**config.mk**
```make
export PLATFORM = sky130hd
export DESIGN_NAME = mdio_cmd_engine
export DESIGN_NICKNAME = d
export VERILOG_FILES = /design/src/rtl/mdio_pkg.sv /design/src/rtl/mdio_clkgen.sv /design/src/rtl/mdio_regs.sv /design/src/rtl/mdio_frame_seq.sv /design/src/rtl/mdio_cmd_engine.sv
export SDC_FILE = /design/constraint.sdc
export NUM_CORES = 1
export LEC_CHECK = 0
export BUFFER_PORTS_ARGS = -buffer_cell sky130_fd_sc_hd__buf_2
export CAP_MARGIN = 15
export CORE_MARGIN = 2
export CORE_UTILIZATION = 55
export DETAILED_ROUTE_END_ITERATION = 12
export MAX_ROUTING_LAYER = met4
export PLACE_DENSITY = 0.83
export SLEW_MARGIN = 10
export SYNTH_ARGS = -nofsm -noshare
export SYNTH_HDL_FRONTEND = slang
export SYNTH_HIERARCHICAL = 1
export SYNTH_SLANG_ARGS = --single-unit
```
**constraint.sdc**
```tcl
create_clock -name clk -period 3.5 [get_ports clk]
set_input_delay 0.525 -clock clk [delete_from_list [all_inputs] [get_ports clk]]
set_output_delay 0.525 -clock clk [all_outputs]
set_load 0.005 [all_outputs]
```
**src/rtl/mdio_pkg.sv**
```systemverilog
package mdio_pkg;
  localparam int unsigned WORD_W   = 16;
  localparam int unsigned ADDR_W   = 5;
  localparam int unsigned PRE_LEN  = 32;
  localparam int unsigned FRAME_LEN = 64;
  localparam int unsigned IDX_W    = $clog2(FRAME_LEN);
  // bit positions of the command word
  localparam int unsigned DIR_BIT  = 13;
  localparam int unsigned PHY_LSB  = 8;
  localparam int unsigned REG_LSB  = 0;
  localparam int unsigned FIN_BIT  = 15;
  // first bit index of turnaround and of data inside a frame
  localparam int unsigned TA_IDX   = 46;
  localparam int unsigned DAT_IDX  = 48;

  typedef struct packed {
    logic              wr;
    logic [ADDR_W-1:0] phy;
    logic [ADDR_W-1:0] regnum;
  } mdio_cmd_t;
endpackage

```
**src/rtl/mdio_clkgen.sv**
```systemverilog
module mdio_clkgen #(
  parameter int unsigned CLK_DIV = 40
) (
  input  logic clk,
  input  logic rst_n,
  output logic mdc,
  output logic rise_tick,
  output logic fall_tick
);
  localparam int unsigned HALF  = CLK_DIV / 2;
  localparam int unsigned CNT_W = (CLK_DIV > 2) ? $clog2(CLK_DIV) : 1;

  logic [CNT_W-1:0] cnt_q, cnt_d;
  logic             mdc_q, mdc_d;

  assign rise_tick = (cnt_q == CNT_W'(HALF - 1));
  assign fall_tick = (cnt_q == CNT_W'(CLK_DIV - 1));

  always_comb begin
    cnt_d = fall_tick ? '0 : cnt_q + 1'b1;
    mdc_d = mdc_q;
    if (rise_tick) mdc_d = 1'b1;
    if (fall_tick) mdc_d = 1'b0;
  end

  always_ff @(posedge clk or negedge rst_n) begin
    if (!rst_n) begin
      cnt_q <= '0;
      mdc_q <= 1'b0;
    end else begin
      cnt_q <= cnt_d;
      mdc_q <= mdc_d;
    end
  end

  assign mdc = mdc_q;
endmodule

```
**src/rtl/mdio_regs.sv**
```systemverilog
module mdio_regs
  import mdio_pkg::*;
(
  input  logic              clk,
  input  logic              rst_n,
  input  logic              reg_wr,
  input  logic              reg_sel,
  input  logic [WORD_W-1:0] reg_wdata,
  input  logic              busy,
  input  logic              rd_load,
  input  logic [WORD_W-1:0] rd_value,
  output logic              start,
  output mdio_cmd_t         cmd,
  output logic [WORD_W-1:0] data,
  output logic [WORD_W-1:0] ctrl_rdata
);
  mdio_cmd_t         cmd_q, cmd_d;
  logic [WORD_W-1:0] data_q, data_d;
  logic              cmd_en, data_en;

  assign start   = reg_wr && !reg_sel && !busy;
  assign cmd_en  = start;
  assign data_en = (reg_wr && reg_sel && !busy) || rd_load;

  always_comb begin
    cmd_d        = cmd_q;
    cmd_d.wr     = reg_wdata[DIR_BIT];
    cmd_d.phy    = reg_wdata[PHY_LSB +: ADDR_W];
    cmd_d.regnum = reg_wdata[REG_LSB +: ADDR_W];
    data_d       = rd_load ? rd_value : reg_wdata;
  end

  always_ff @(posedge clk or negedge rst_n) begin
    if (!rst_n) begin
      cmd_q  <= '0;
      data_q <= '0;
    end else begin
      if (cmd_en)  cmd_q  <= cmd_d;
      if (data_en) data_q <= data_d;
    end
  end

  assign cmd  = cmd_q;
  assign data = data_q;
  assign ctrl_rdata = {~busy, 1'b0, cmd_q.wr, cmd_q.phy, 3'b000, cmd_q.regnum};
endmodule

```
**src/rtl/mdio_frame_seq.sv**
```systemverilog
module mdio_frame_seq
  import mdio_pkg::*;
(
  input  logic              clk,
  input  logic              rst_n,
  input  logic              start,
  input  mdio_cmd_t         cmd,
  input  logic [WORD_W-1:0] tx_data,
  input  logic              rise_tick,
  input  logic              fall_tick,
  input  logic              mdio_i,
  output logic              busy,
  output logic              done,
  output logic [WORD_W-1:0] rx_data,
  output logic              mdio_o,
  output logic              mdio_oe
);
  localparam int unsigned TAIL_W = FRAME_LEN - PRE_LEN;

  logic              busy_q, busy_d;
  logic              run_q, run_d;
  logic              wr_q, wr_d;
  logic [IDX_W-1:0]  idx_q, idx_d, idx_nx;
  logic [TAIL_W-1:0] tail_q, tail_d;
  logic [WORD_W-1:0] rx_q, rx_d;
  logic              mdo_q, mdo_d;
  logic              oe_q, oe_d;
  logic              last_bit, sample;

  assign last_bit = (idx_q == IDX_W'(FRAME_LEN - 1));
  assign idx_nx   = idx_q + 1'b1;
  assign done     = busy_q && run_q && fall_tick && last_bit;
  assign sample   = busy_q && run_q && rise_tick && !wr_q
                    && (idx_q >= IDX_W'(DAT_IDX));

  function automatic logic bit_at(input logic [IDX_W-1:0] i,
                                  input logic [TAIL_W-1:0] t);
    logic [IDX_W-2:0] k;
    k = i[IDX_W-2:0];
    return i[IDX_W-1] ? t[~k] : 1'b1;
  endfunction

  always_comb begin
    busy_d = busy_q;
    run_d  = run_q;
    wr_d   = wr_q;
    idx_d  = idx_q;
    tail_d = tail_q;
    rx_d   = rx_q;
    mdo_d  = mdo_q;
    oe_d   = oe_q;
    if (!busy_q && start) begin
      busy_d = 1'b1;
      run_d  = 1'b0;
      wr_d   = cmd.wr;
      idx_d  = '0;
      tail_d = {2'b01, cmd.wr ? 2'b01 : 2'b10, cmd.phy, cmd.regnum,
                cmd.wr ? 2'b10 : 2'b00, cmd.wr ? tx_data : {WORD_W{1'b0}}};
    end else if (busy_q && fall_tick) begin
      if (!run_q) begin
        run_d = 1'b1;
        mdo_d = bit_at('0, tail_q);
        oe_d  = 1'b1;
      end else if (last_bit) begin
        busy_d = 1'b0;
        run_d  = 1'b0;
        mdo_d  = 1'b0;
        oe_d   = 1'b0;
      end else begin
        idx_d = idx_nx;
        mdo_d = wr_q ? bit_at(idx_nx, tail_q)
                     : (idx_nx < IDX_W'(TA_IDX)) && bit_at(idx_nx, tail_q);
        oe_d  = wr_q || (idx_nx < IDX_W'(TA_IDX));
      end
    end
    if (sample) rx_d = {rx_q[WORD_W-2:0], mdio_i};
  end

  always_ff @(posedge clk or negedge rst_n) begin
    if (!rst_n) begin
      busy_q <= 1'b0;
      run_q  <= 1'b0;
      wr_q   <= 1'b0;
      idx_q  <= '0;
      tail_q <= '0;
      rx_q   <= '0;
      mdo_q  <= 1'b0;
      oe_q   <= 1'b0;
    end else begin
      busy_q <= busy_d;
      run_q  <= run_d;
      wr_q   <= wr_d;
      idx_q  <= idx_d;
      tail_q <= tail_d;
      rx_q   <= rx_d;
      mdo_q  <= mdo_d;
      oe_q   <= oe_d;
    end
  end

  assign busy    = busy_q;
  assign rx_data = rx_d;
  assign mdio_o  = mdo_q;
  assign mdio_oe = oe_q;
endmodule

```
**src/rtl/mdio_cmd_engine.sv**
```systemverilog
module mdio_cmd_engine
  import mdio_pkg::*;
#(
  parameter int unsigned CLK_DIV = 40
) (
  input  logic        clk,
  input  logic        rst_n,
  input  logic        reg_wr,
  input  logic        reg_sel,
  input  logic [15:0] reg_wdata,
  output logic [15:0] ctrl_rdata,
  output logic [15:0] data_rdata,
  output logic        mdc,
  output logic        mdio_o,
  output logic        mdio_oe,
  input  logic        mdio_i
);
  logic              rise_tick, fall_tick;
  logic              busy, done, start;
  mdio_cmd_t         cmd;
  logic [WORD_W-1:0] data, rx_data;

  mdio_clkgen #(.CLK_DIV(CLK_DIV)) u_clkgen (
    .clk       (clk),
    .rst_n     (rst_n),
    .mdc       (mdc),
    .rise_tick (rise_tick),
    .fall_tick (fall_tick)
  );

  mdio_regs u_regs (
    .clk        (clk),
    .rst_n      (rst_n),
    .reg_wr     (reg_wr),
    .reg_sel    (reg_sel),
    .reg_wdata  (reg_wdata),
    .busy       (busy),
    .rd_load    (done && !cmd.wr),
    .rd_value   (rx_data),
    .start      (start),
    .cmd        (cmd),
    .data       (data),
    .ctrl_rdata (ctrl_rdata)
  );

  mdio_frame_seq u_seq (
    .clk       (clk),
    .rst_n     (rst_n),
    .start     (start),
    .cmd       (cmd_from_bus(reg_wdata)),
    .tx_data   (data),
    .rise_tick (rise_tick),
    .fall_tick (fall_tick),
    .mdio_i    (mdio_i),
    .busy      (busy),
    .done      (done),
    .rx_data   (rx_data),
    .mdio_o    (mdio_o),
    .mdio_oe   (mdio_oe)
  );

  function automatic mdio_cmd_t cmd_from_bus(input logic [WORD_W-1:0] w);
    mdio_cmd_t c;
    c.wr     = w[DIR_BIT];
    c.phy    = w[PHY_LSB +: ADDR_W];
    c.regnum = w[REG_LSB +: ADDR_W];
    return c;
  endfunction

  assign data_rdata = data;
endmodule

```
==> impl_metrics.env <==
export IMPL_clock_power_share_pct=18.6
export IMPL_cts_buffer_depth=2
export IMPL_timing_fmax_mhz=360.3
export IMPL_peakVddDrop_uv=402.0
export IMPL_crit_path_start_kind="register"
export IMPL_async_flop_share_pct=100.0
export IMPL_port_buffers=51
export IMPL_tns_ps=0
export IMPL_period_share_pct=79.31
export IMPL_drt_pass1_iterations=4
export IMPL_intPower_mw=2.149
export IMPL_power_mw=3.334
export IMPL_max_slew_worst_pin_slew_ps=830.6
export IMPL_timing_hold_violations_final=0
export IMPL_grt_pass1_wl_mm=14.19
export IMPL_nets=422
export IMPL_cp_data_required_time_ps=3740
export IMPL_setup_viol=0
export IMPL_finClkSkew_ps=11.63
export IMPL_status="complete, no violations"
export IMPL_ys_seq_area_share_pct=51.83
export IMPL_ys_warnings_count=6
export IMPL_gp_congestion=0.8181
export IMPL_initial_core_util_pct=56.18
export IMPL_synthTopCellsByCount="dfrtp_1, nand2_1, mux2_2"
export IMPL_cts_htree_levels=3
export IMPL_clk_pin_slew_worst_paths_ps=90
export IMPL_first_iter_violations=173
export IMPL_die_height_um=92.39
export IMPL_ys_flop_type="dfrtp_1"
export IMPL_synth_area_sq_um=4297
export IMPL_min_path_type="in -> async"
export IMPL_num_vias=2852
export IMPL_cts_setup_buffers=0
export IMPL_overflow=0
export IMPL_std_cell_rows=32
export IMPL_diodes=0
export IMPL_maxCapViolCount=0
export IMPL_synth_area_leader_cell="dfrtp_1"
export IMPL_wl_per_cell_um=17.00
export IMPL_clk_latency_ps=350
export IMPL_die_area_sq_um=8535
export IMPL_synth_cells=364
export IMPL_cts_made_buffers=9
export IMPL_synth_cell_types=55
export IMPL_r2r_start="u_clkgen/cnt_q[0]"
export IMPL_nFillCells=612
export IMPL_post_route_min_period_ps=2776
export IMPL_ant_nets=0
export IMPL_p_sw_share_pct=35.53
export IMPL_ctsResizeCount=0
export IMPL_p_per_area_nw_per_um2=712.8
export IMPL_grtUsageTotal_pct=21.78
export IMPL_ios=56
export IMPL_instances_no_fill=505
export IMPL_rrSetupSlack_ps=720
export IMPL_dp_cells=489
export IMPL_syn_area_per_cell_sq_um=11.80
export IMPL_p_sw_mw=1.184
export IMPL_cts_root_buf="clkbuf_8"
export IMPL_drc=0
export IMPL_totalWireLength_mm=8.584
export IMPL_synth_seq_cells=89
export IMPL_drive_gt1_share_pct=31.76
export IMPL_antenna_found_initial=0
export IMPL_rsz0062_at_grt="false"
export IMPL_r2r_cells=9
export IMPL_fp_dieW_um=92.39
export IMPL_crit_fanout=18
export IMPL_via_per_inst=5.648
export IMPL_syn_to_final_growth_pct=8.853
export IMPL_yosys_cell_count_top_type="dfrtp_1"
export IMPL_synthTopCellsByArea="dfrtp_1, mux2_2, nand2_1"
export IMPL_core_sq_um=7647
export IMPL_hpwl_mm=6.040
export IMPL_timing_critical_path_arrival_ps=3010
export IMPL_finalMaxSlewViolations=0
export IMPL_rr_endpoint="u_regs/data[5]"
export IMPL_p_leak_nw=2.171
export IMPL_fin_hold_ws_ps=91.34
export IMPL_hold_buffers=0
export IMPL_cts_tree="built"
export IMPL_grt_max_degree=90
export IMPL_max_slew_margin_pct=44.45
export IMPL_end_kind="register"
export IMPL_cts_sinks=89
export IMPL_p_comb_share_pct=33.7
export IMPL_synth_edf_count=0
export IMPL_worst_setup_path_type="reg -> reg"
export IMPL_yosys_area_top_type_share_pct=51.83
export IMPL_seq_power_share_pct=47.7
export IMPL_grt_pass1_vias=2892
[worst max path at each step]
stage,from,end,slack (ps),depth (start not counted)
final,u_clkgen/cnt_q[0],u_regs/data[5],720,9
after global routing,u_clkgen/cnt_q[0],u_regs/data[5],550,9
after CTS,u_clkgen/cnt_q[0],u_regs/data[5],740,9
after detailed placement,u_clkgen/cnt_q[0],u_regs/data[5],790,9
after global placement,u_clkgen/cnt_q[0],u_regs/data[5],880,9
after floorplan,u_clkgen/cnt_q[0],u_regs/data[10],1210,9
[flip-flops by register name, summed over array words and instances, names as in the netlist]
signal          flops
u_seq/tail_q       29
u_regs/data        16
u_seq/rx_q         16
u_regs/cmd         11
u_clkgen/cnt_q      6
u_seq/idx_q         6
u_clkgen/mdc        1
u_seq/busy          1
u_seq/mdio_o        1
u_seq/mdio_oe       1
u_seq/run_q         1
[area by class of cell]
class,count,area [sq um],area share [%]
inverter,6,22.52,0.4815
sequential,89,2227,47.62
clock buffer,9,123.9,2.648
tap,102,127.6,2.729
timing repair buffer,57,322.8,6.902
clock inverter,6,43.79,0.9363
multi-input combinational,236,1809,38.68
[per-stage QoR]
stage	utilization [%]	instance area [sq um]	worst slack, ps
2_1_floorplan	-	4308	1206
3_3_place_gp	58.61	4482	877.9
3_5_place_dp	58.61	4482	789.6
4_1_cts	60.80	4649	738.6
5_1_grt	61.16	4677	545.4
6_report	61.16	4677	724.2
[cells in the final DEF (no fill, tap or decap), types with 7 or more instances in the layout]
cell type and n:
and2_1 11, mux2i_1 10, clkbuf_8 9, mux2_2 35
nand2_1 43, nor3_1 7, o21ai_0 25, dfrtp_1 89
buf_2 50, a21oi_1 11, nand3_1 11, nor2_1 10
a221o_1 11
[routing by layer]
layer	vias up	GRT usage (%)	wire, um
li1	1336	-	-
met5	-	-	0
met2	77	34.85	4267
met3	10	4.231	399
met1	1429	28.54	3817
met4	0	6.592	100
[worst max-delay path, stage by stage (launching register included)]
cell and delay [ps]:
dfrtp_1 410, ha_1 250, nand3b_2 140, nor3b_4 340, nand3_1 180, nor3_1 380
nor2b_4 330, buf_4 280, mux2i_1 250, a21oi_1 100
[power by group through the flow]
stage / Clock [mW] / Combinational (mW) / Sequential [mW]
finish: 0.620 / 1.12 / 1.59
global route: 0.681 / 1.23 / 1.63
CTS: 0.632 / 1.12 / 1.59
detailed placement: 0 / 1.12 / 1.61
global placement: 0 / 1.08 / 1.59
floorplan: 0 / 0.922 / 1.52
[logic make-up (layout without fill, tap and decap cells)]
| group | count (synthesis) | in the layout | share of synthesized area, % |
|---|---|---|---|
| buffers and inverters | 42 | 78 | 6.435 |
| adder cells (fa/ha/maj) | 2 | 2 | 0.5823 |
| AND/OR/NAND/NOR | 105 | 105 | 13.34 |
| flip-flops | 89 | 89 | 51.83 |
| XOR/XNOR | 6 | 6 | 1.223 |
| multiplexers | 57 | 57 | 16.48 |
| AO/OA/AOI/OAI | 62 | 62 | 10.02 |
| other | 1 | 4 | 0.08728 |
(Power assumes the default switching activity.)
